===== config.mk =====
export PLATFORM = sky130hd
export DESIGN_NAME = bcd_arith_unit
export DESIGN_NICKNAME = d
export VERILOG_FILES = /design/src/rtl/bcd_arith_unit.sv
export SDC_FILE = /design/constraint.sdc
export NUM_CORES = 1
export LEC_CHECK = 0
export BUFFER_PORTS_ARGS = -buffer_cell sky130_fd_sc_hd__clkbuf_2
export CORE_MARGIN = 3
export CORE_UTILIZATION = 58
export DETAILED_ROUTE_END_ITERATION = 8
export PLACE_DENSITY = 0.92
export SLEW_MARGIN = 20
export SYNTH_ARGS = -nofsm -noshare
export SYNTH_HDL_FRONTEND = slang
export SYNTH_SLANG_ARGS = --single-unit

===== constraint.sdc =====
create_clock -name vclk -period 5.6
set_input_delay 0.28 -clock vclk [all_inputs]
set_output_delay 0.28 -clock vclk [all_outputs]
set_load 0.01 [all_outputs]

===== src/rtl/bcd_arith_unit.sv =====
module bcd_arith_unit (
  input  logic [7:0] acc_i,
  input  logic [7:0] opnd_i,
  input  logic       carry_i,
  input  logic       dec_i,
  input  logic [2:0] op_i,
  output logic [7:0] res_o,
  output logic       res_we_o,
  output logic       n_o,
  output logic       z_o,
  output logic       c_o,
  output logic       v_o,
  output logic       n_we_o,
  output logic       z_we_o,
  output logic       c_we_o,
  output logic       v_we_o
);
  localparam logic [2:0] OP_ADD = 3'd0;
  localparam logic [2:0] OP_SUB = 3'd1;
  localparam logic [2:0] OP_CMP = 3'd2;
  localparam logic [2:0] OP_BIT = 3'd3;

  logic       brw;
  logic [8:0] bsum, bdif, cdif;
  assign brw  = ~carry_i;
  assign bsum = {1'b0, acc_i} + {1'b0, opnd_i} + {8'b0, carry_i};
  assign bdif = {1'b0, acc_i} - {1'b0, opnd_i} - {8'b0, brw};
  assign cdif = {1'b0, acc_i} - {1'b0, opnd_i};

  // decimal add: low digit sum, high digit sum counted in units of 0x10
  logic [4:0] alo0;
  logic [3:0] alo;
  logic [4:0] ahs0;
  logic [5:0] ahs1, ahs;
  logic [7:0] atot;
  logic       alo_fix;
  assign alo0    = {1'b0, acc_i[3:0]} + {1'b0, opnd_i[3:0]} + {4'b0, carry_i};
  assign ahs0    = {1'b0, acc_i[7:4]} + {1'b0, opnd_i[7:4]};
  assign atot    = {ahs0[3:0], 4'b0} + {3'b0, alo0};
  assign alo_fix = alo0 > 5'd9;
  assign alo     = alo_fix ? alo0[3:0] + 4'd6 : alo0[3:0];
  assign ahs1    = {1'b0, ahs0} + {5'b0, alo_fix};
  assign ahs     = (ahs1 > 6'd9) ? ahs1 + 6'd6 : ahs1;

  // decimal subtract: per-digit difference with borrow chain
  logic [4:0] slo0, shi0;
  logic [3:0] slo, shi;
  assign slo0 = {1'b0, acc_i[3:0]} - {1'b0, opnd_i[3:0]} - {4'b0, brw};
  assign slo  = slo0[4] ? slo0[3:0] - 4'd6 : slo0[3:0];
  assign shi0 = {1'b0, acc_i[7:4]} - {1'b0, opnd_i[7:4]} - {4'b0, slo0[4]};
  assign shi  = shi0[4] ? shi0[3:0] - 4'd6 : shi0[3:0];

  always_comb begin
    res_o    = acc_i;
    res_we_o = 1'b0;
    {n_o, z_o, c_o, v_o}             = 4'b0;
    {n_we_o, z_we_o, c_we_o, v_we_o} = 4'b0;
    case (op_i)
      OP_ADD: begin
        res_we_o = 1'b1;
        {n_we_o, z_we_o, c_we_o, v_we_o} = 4'b1111;
        if (dec_i) begin
          res_o = {ahs[3:0], alo};
          n_o   = ahs1[3];
          z_o   = (atot == 8'd0);
          c_o   = |ahs[5:4];
          v_o   = ~(acc_i[7] ^ opnd_i[7]) & (acc_i[7] ^ ahs1[3]);
        end else begin
          res_o = bsum[7:0];
          n_o   = bsum[7];
          z_o   = (bsum[7:0] == 8'd0);
          c_o   = bsum[8];
          v_o   = ~(acc_i[7] ^ opnd_i[7]) & (acc_i[7] ^ bsum[7]);
        end
      end
      OP_SUB: begin
        res_we_o = 1'b1;
        {n_we_o, z_we_o, c_we_o, v_we_o} = 4'b1111;
        res_o = dec_i ? {shi, slo} : bdif[7:0];
        n_o   = bdif[7];
        z_o   = (bdif[7:0] == 8'd0);
        c_o   = ~bdif[8];
        v_o   = (acc_i[7] ^ opnd_i[7]) & (acc_i[7] ^ bdif[7]);
      end
      OP_CMP: begin
        {n_we_o, z_we_o, c_we_o} = 3'b111;
        n_o = cdif[7];
        z_o = (cdif[7:0] == 8'd0);
        c_o = ~cdif[8];
      end
      OP_BIT: begin
        {n_we_o, z_we_o, v_we_o} = 3'b111;
        n_o = opnd_i[7];
        v_o = opnd_i[6];
        z_o = ((acc_i & opnd_i) == 8'd0);
      end
      default: ;
    endcase
  end

  always_comb begin
    if (op_i == OP_ADD && !dec_i)
      p_bin_zero_r1: assert (z_o == (res_o == 8'd0));
    if (op_i == OP_ADD && dec_i && acc_i[3:0] < 4'd10 && acc_i[7:4] < 4'd10
        && opnd_i[3:0] < 4'd10 && opnd_i[7:4] < 4'd10)
      p_bcd_digits_r3: assert (res_o[3:0] < 4'd10 && res_o[7:4] < 4'd10);
    if (op_i == OP_SUB && !dec_i && carry_i)
      p_sub_carry_r5: assert (c_o == (acc_i >= opnd_i));
    if (op_i == OP_CMP)
      p_cmp_nowrite_r7: assert (!res_we_o && !v_we_o && res_o == acc_i);
    if (op_i == OP_BIT)
      p_bit_keep_r8: assert (!res_we_o && !c_we_o && res_o == acc_i && v_o == opnd_i[6]);
    if (op_i[2])
      p_idle_quiet_r9: assert (!res_we_o && !n_we_o && !z_we_o && !c_we_o && !v_we_o);
  end
endmodule


==> metrics.txt, run 1 <==
status=finished clean; Worst EP arrival=4.55 ns; CP endpoint kind=output pin; Mapped Area=2620 µm²; dpl ws=0.855 ns; area delta synth->final=6.15%; Slew Limit Fails=0; Synth top cells by count=ha_1 (38), inv_1 (36), nor2_1 (33); post-synthesis cell type count=77; leakage=1.25 nW; Final Cell Area=2790 µm²; vias=2,903; CP Class=input pin to output pin; min-delay worst type=input pin to output pin; Syn Inst Count=352; final non-filler cell total=426; die span in x=73.3 µm; WL per Instance=17.9 µm; post-cts sizing count=0; Final min period=4.83 ns; DRT iter0 DRCs=330; origin of the worst setup path=acc_i[0]; post-synth top area share=18.1%; initial antenna violation count=0; Port Buffer Count=38; Worst setup SP type=input pin; period utilization=86.2%; setup TNS=0 ns; Die H=73.3 µm; Cells after DPL=426; FF+latch count=0; dominant cells by area after synthesis=ha_1 (18%), xnor2_1 (6.3%), fa_1 (5.3%), inv_1 (5.2%), nor2_1 (4.7%); vias in the first global route=2,610; setup ws final=0.772 ns; ANT cells=0; worst slew pin tran=0.912 ns; Reg area=0 µm²; fmax=0.207 GHz; max-cap violations=0; Required @ worst endpoint=5.32 ns; I/O pin total=38; clk_buf instances=0; final setup fails=0; global-route wire length before repair=12,100 µm; Layout Nets=444; mean post-synth cell area=7.45 µm²; placed instance area=2790 µm²; num rows=23; Hold Vio Cnt, Final=0; YS warnings=0; initial core utilization=62.9%; DRC=0; hold path start=op_i[2]; total nets after synthesis=418; DR vias/cell=6.81; CORE AREA=4170 µm²; setup bufs post-CTS=0; pin count of the biggest net entering global routing=21; GP Congestion=0.996; Die Footprint=5370 µm²; Pwr Density=162 nW/µm²; sequential element share of the synthesized area=0%; peak supply drop=0.0000621 V; count leader, synth=ha_1; dominant cell type by area after synthesis=ha_1; final WL=7620 µm; RSZ-0062 raised after global routing=false; CP cell instances=clkbuf_2 -> inv_1 -> fa_1 -> inv_1 -> ha_1 -> o21a_1 -> o31ai_1 -> nor2b_1 -> xnor2_1 -> fa_1 -> inv_1 -> fa_1 -> nand2b_1 -> a21oi_1 -> xnor2_1 -> or3_1 -> a31oi_1 -> o31ai_1 -> o221ai_1 -> clkbuf_2; crit path max fanout=5; global route overflow=0; CTS Hold Buffers Added=0; DP HPWL=6160 µm; gr usage total=27.9%; layout cell share with drive strength beyond 1=16.2%; Worst path max stage delay=0.61 ns; total power=0.000451 W; DR pass1 iterations=8; worst rel slew slack=39.0%; CP top delay family=adder cells; post-route ant nets=0; slowest CP cell=fa_1; Worst Path Buf+Inv=5
metal layers:
layer  part of all wire (%)  vias to the layer above  GRT usage, %
met5                      0                        -             0
met4                    2.0                        0          6.56
met3                    9.4                       26          1.37
met2                     47                      185          46.9
met1                     42                     1357          39.1
li1                       -                     1335             -
where the power goes:
| group | switching (W) | total (W) | internal, W |
|---|---|---|---|
| registers | 0 | 0 | 0 |
| clock network | 0 | 0 | 0 |
| logic | 0.000265 | 0.000451 | 0.000186 |
| total | 0.000265 | 0.000451 | 0.000186 |
worst paths after layout:
| kind | endpoint | slack [ns] | cells after the start |
|---|---|---|---|
| setup / recovery | res_o[7] | 0.77 | 20 |
| hold / removal | c_we_o | 0.84 | 3 |
metrics by stage:
step                utilization (%)  hold WS [ns]
detailed placement             66.7         0.842
floorplan                         -         0.604
global placement               66.7         0.834
global route                   66.7         0.858
finish                         66.7         0.840
CTS                            66.7         0.841
final cells by class:
type / count / area, µm²
Fill cell: 365 / 1390
Inverter: 38 / 143
Multi-Input combinational cell: 300 / 2390
Tap cell: 50 / 62.6
Timing Repair Buffer: 38 / 190
logic make-up (layout without fill, tap and decap cells):
group	after synthesis	after routing	share of synthesized area (%)
AO/OA/AOI/OAI	103	103	28.7
XOR/XNOR	34	34	13.4
adder cells (fa/ha/maj)	45	45	23.5
buffers and inverters	52	76	8.92
multiplexers	7	7	3.34
AND/OR/NAND/NOR	111	111	22.2
cells in the final DEF, fill, tap and decap left out, types with 3 or more instances in the layout:
| cell | count |
|---|---|
| xor2_1 | 11 |
| or3_1 | 7 |
| nand4_1 | 4 |
| a211oi_1 | 8 |
| o211ai_1 | 4 |
| nand2_1 | 15 |
| mux2_2 | 4 |
| nor3_1 | 9 |
| a31oi_1 | 4 |
| clkbuf_2 | 38 |
| nor4_1 | 4 |
| nor2b_1 | 3 |
| xnor2_1 | 19 |
| o21ai_0 | 14 |
| a21o_1 | 3 |
| a21oi_1 | 22 |
| nand2b_1 | 7 |
| a221o_1 | 5 |
| nor2_1 | 33 |
| nor3b_1 | 4 |
| o21a_1 | 4 |
| nand3_1 | 10 |
| a311oi_1 | 3 |
| ha_1 | 38 |
| inv_1 | 36 |
| fa_1 | 7 |
Power figures use the tool's default switching activity.
==> inputs of run 2 (changes only) <==
==> constraint.sdc (replaced) <==
create_clock -name vclk -period 4.8
set_input_delay 0.24 -clock vclk [all_inputs]
set_output_delay 0.24 -clock vclk [all_outputs]
set_load 0.01 [all_outputs]
==> run 2 against run 1 <==
Setup slack got worse by 0.56 ns. Cell area grew 1.6%. Global-route usage shrank 0.10 points. Die area stayed put. Combinational power up 21%. Sequential share of layout area unchanged. Power rose by 21%. Routed wire length is 3.3% higher. Core utilization up 1.1 points. Critical path depth is the same.
==> metrics.txt, run 2 (synthesis results as in run 1) <==
Port Buffer Count=38 (unchanged); Reg area=0 µm² (unchanged); final setup fails=0 (unchanged); CP Class=input pin to output pin (unchanged); I/O pin total=38 (unchanged); DR vias/cell=6.82 (was 6.81); Die H=73.3 µm (unchanged); most frequent cells in the layout=clkbuf_2 (38), ha_1 (37), inv_1 (36) (was ha_1 (38), clkbuf_2 (38), inv_1 (36)); vias=2,905 (was 2,903); CORE AREA=4170 µm² (unchanged); gr usage total=27.8% (was 27.9%); setup ws final=0.209 ns (was 0.772 ns); die span in x=73.3 µm (unchanged); global route overflow=0 (unchanged); worst slew pin tran=0.921 ns (was 0.912 ns); placed instance area=2790 µm² (unchanged); DRC=0 (unchanged); initial core utilization=62.9% (unchanged); worst rel slew slack=38.4% (was 39.0%); post-layout util=67.8% (was 66.7%); fmax=0.218 GHz; GP Congestion=0.996 (unchanged); CP cell instances=clkbuf_2 -> inv_1 -> fa_1 -> inv_1 -> ha_1 -> o21a_1 -> o31ai_4 -> nor2b_4 -> xnor2_2 -> fa_2 -> inv_1 -> fa_1 -> nand2b_1 -> a21oi_2 -> xnor2_1 -> or3_1 -> a31oi_1 -> o31ai_1 -> o221ai_1 -> clkbuf_2 (was clkbuf_2 -> inv_1 -> fa_1 -> inv_1 -> ha_1 -> o21a_1 -> o31ai_1 -> nor2b_1 -> xnor2_1 -> fa_1 -> inv_1 -> fa_1 -> nand2b_1 -> a21oi_1 -> xnor2_1 -> or3_1 -> a31oi_1 -> o31ai_1 -> o221ai_1 -> clkbuf_2); DRT iter0 DRCs=470 (was 330); Hold Vio Cnt, Final=0 (unchanged); status=finished clean (unchanged); min-delay worst type=input pin to output pin (unchanged); Required @ worst endpoint=4.56 ns (was 5.32 ns); crit-path most repeated cell=inv_1; CP endpoint kind=output pin (unchanged); Layout fillers=358 (was 365); total power=0.000545 W (was 0.000451 W); commonest non-fill, non-tap cell in the layout=clkbuf_2; hold-critical path depth=3 (unchanged); leakage=1.27 nW (was 1.25 nW); initial antenna violation count=0 (unchanged); Hold Crit Endpoint=c_we_o (unchanged); period utilization=95.7%; Worst EP arrival=4.35 ns (was 4.55 ns); area delta synth->final=7.87% (was 6.15%); DR pass1 iterations=5 (was 8); num rows=23 (unchanged); vias in the first global route=2,549 (was 2,610); Worst path max stage delay=0.60 ns (was 0.61 ns); multi-input logic area=2430 µm² (was 2390 µm²); max-cap violations=0 (unchanged); peak supply drop=0.0000738 V (was 0.0000621 V); slowest CP cell=fa_1 (unchanged); Final Cell Area=2830 µm² (was 2790 µm²); DP HPWL=6130 µm (was 6160 µm); final WL=7860 µm (was 7620 µm); Worst setup SP type=input pin (unchanged); Pwr Density=193 nW/µm² (was 162 nW/µm²); CTS Hold Buffers Added=0 (unchanged); crit path max fanout=5 (unchanged); FF+latch count=0 (unchanged); clk_buf instances=0 (unchanged); layout cell share with drive strength beyond 1=18.4% (was 16.2%); hold path start=op_i[2] (unchanged); final non-filler cell total=426 (unchanged); post-route ant nets=0 (unchanged); Die Footprint=5370 µm² (unchanged); WL per Instance=18.5 µm (was 17.9 µm); dpl ws=0.136 ns (was 0.855 ns); Final min period=4.59 ns; ANT cells=0 (unchanged); pin count of the biggest net entering global routing=21 (unchanged); Layout Nets=444 (unchanged); global-route wire length before repair=12,100 µm (about the same); Cells after DPL=426 (unchanged); Slew Limit Fails=0 (unchanged)
[run 2: how the worst max path moves through the flow]
| stage | from | endpoint | slack [ns] | depth (start not counted) |
|---|---|---|---|---|
| 3_5_place_dp | acc_i[0] | res_o[7] | 0.14 | 20 |
| 4_1_cts | acc_i[0] | res_o[7] | 0.12 | 20 |
| 3_3_place_gp | acc_i[0] | res_o[7] | 0.32 | 20 |
| 6_report | opnd_i[0] | res_o[7] | 0.21 | 20 |
| 2_1_floorplan | acc_i[0] | res_o[5] | 0.75 | 17 |
| 5_1_grt | opnd_i[0] | res_o[7] | -0.03 | 20 |
[run 2: where the power goes]
| group | leakage [nW] | internal [W] | switching, W |
|---|---|---|---|
| sequential | 0 | 0 | 0 |
| clock | 0 | 0 | 0 |
| combinational | 1.27 | 0.000224 | 0.000321 |
| total | 1.27 | 0.000224 | 0.000321 |
[run 2: cell type report]
type / instances / area share [%]
repair buffers: 38 / 6.72
inverters: 38 / 5.04
multi-input cells: 300 / 86.0
well taps: 50 / 2.21
[run 2: what timing repair did]
item / 4_1_cts / 5_1_grt
setup endpoints to repair: 0 / 5
buffers inserted: 0 / 0
gates resized for setup: 0 / 10
[run 2: layer usage]
| metal | routed length (µm) | up-vias | global-route usage [%] | share of wire, % |
|---|---|---|---|---|
| li1 | - | 1347 | - | - |
| met1 | 3380 | 1369 | 40.6 | 43 |
| met2 | 3720 | 170 | 45.8 | 47 |
| met3 | 671 | 19 | 1.09 | 8.5 |
| met4 | 91 | 0 | 4.71 | 1.2 |
| met5 | 0 | - | 0 | 0 |
[run 2: through the flow]
step | hold slack, ns | setup TNS, ns
after floorplan | 0.524 | 0
after global placement | 0.754 | 0
after detailed placement | 0.761 | 0
after CTS | 0.761 | 0
after global routing | 0.785 | -0.0255
final | 0.760 | 0
[run 2: worst max-delay path, delay by kind of cell]
family / cells / cell delay [ns]
xor gates and xnor gates: 2 / 0.32
adders and majority gates: 4 / 1.44
AOI/OAI and AO/OA: 6 / 1.07
and+or+nand+nor: 3 / 0.76
buffers and inverters: 5 / 0.55
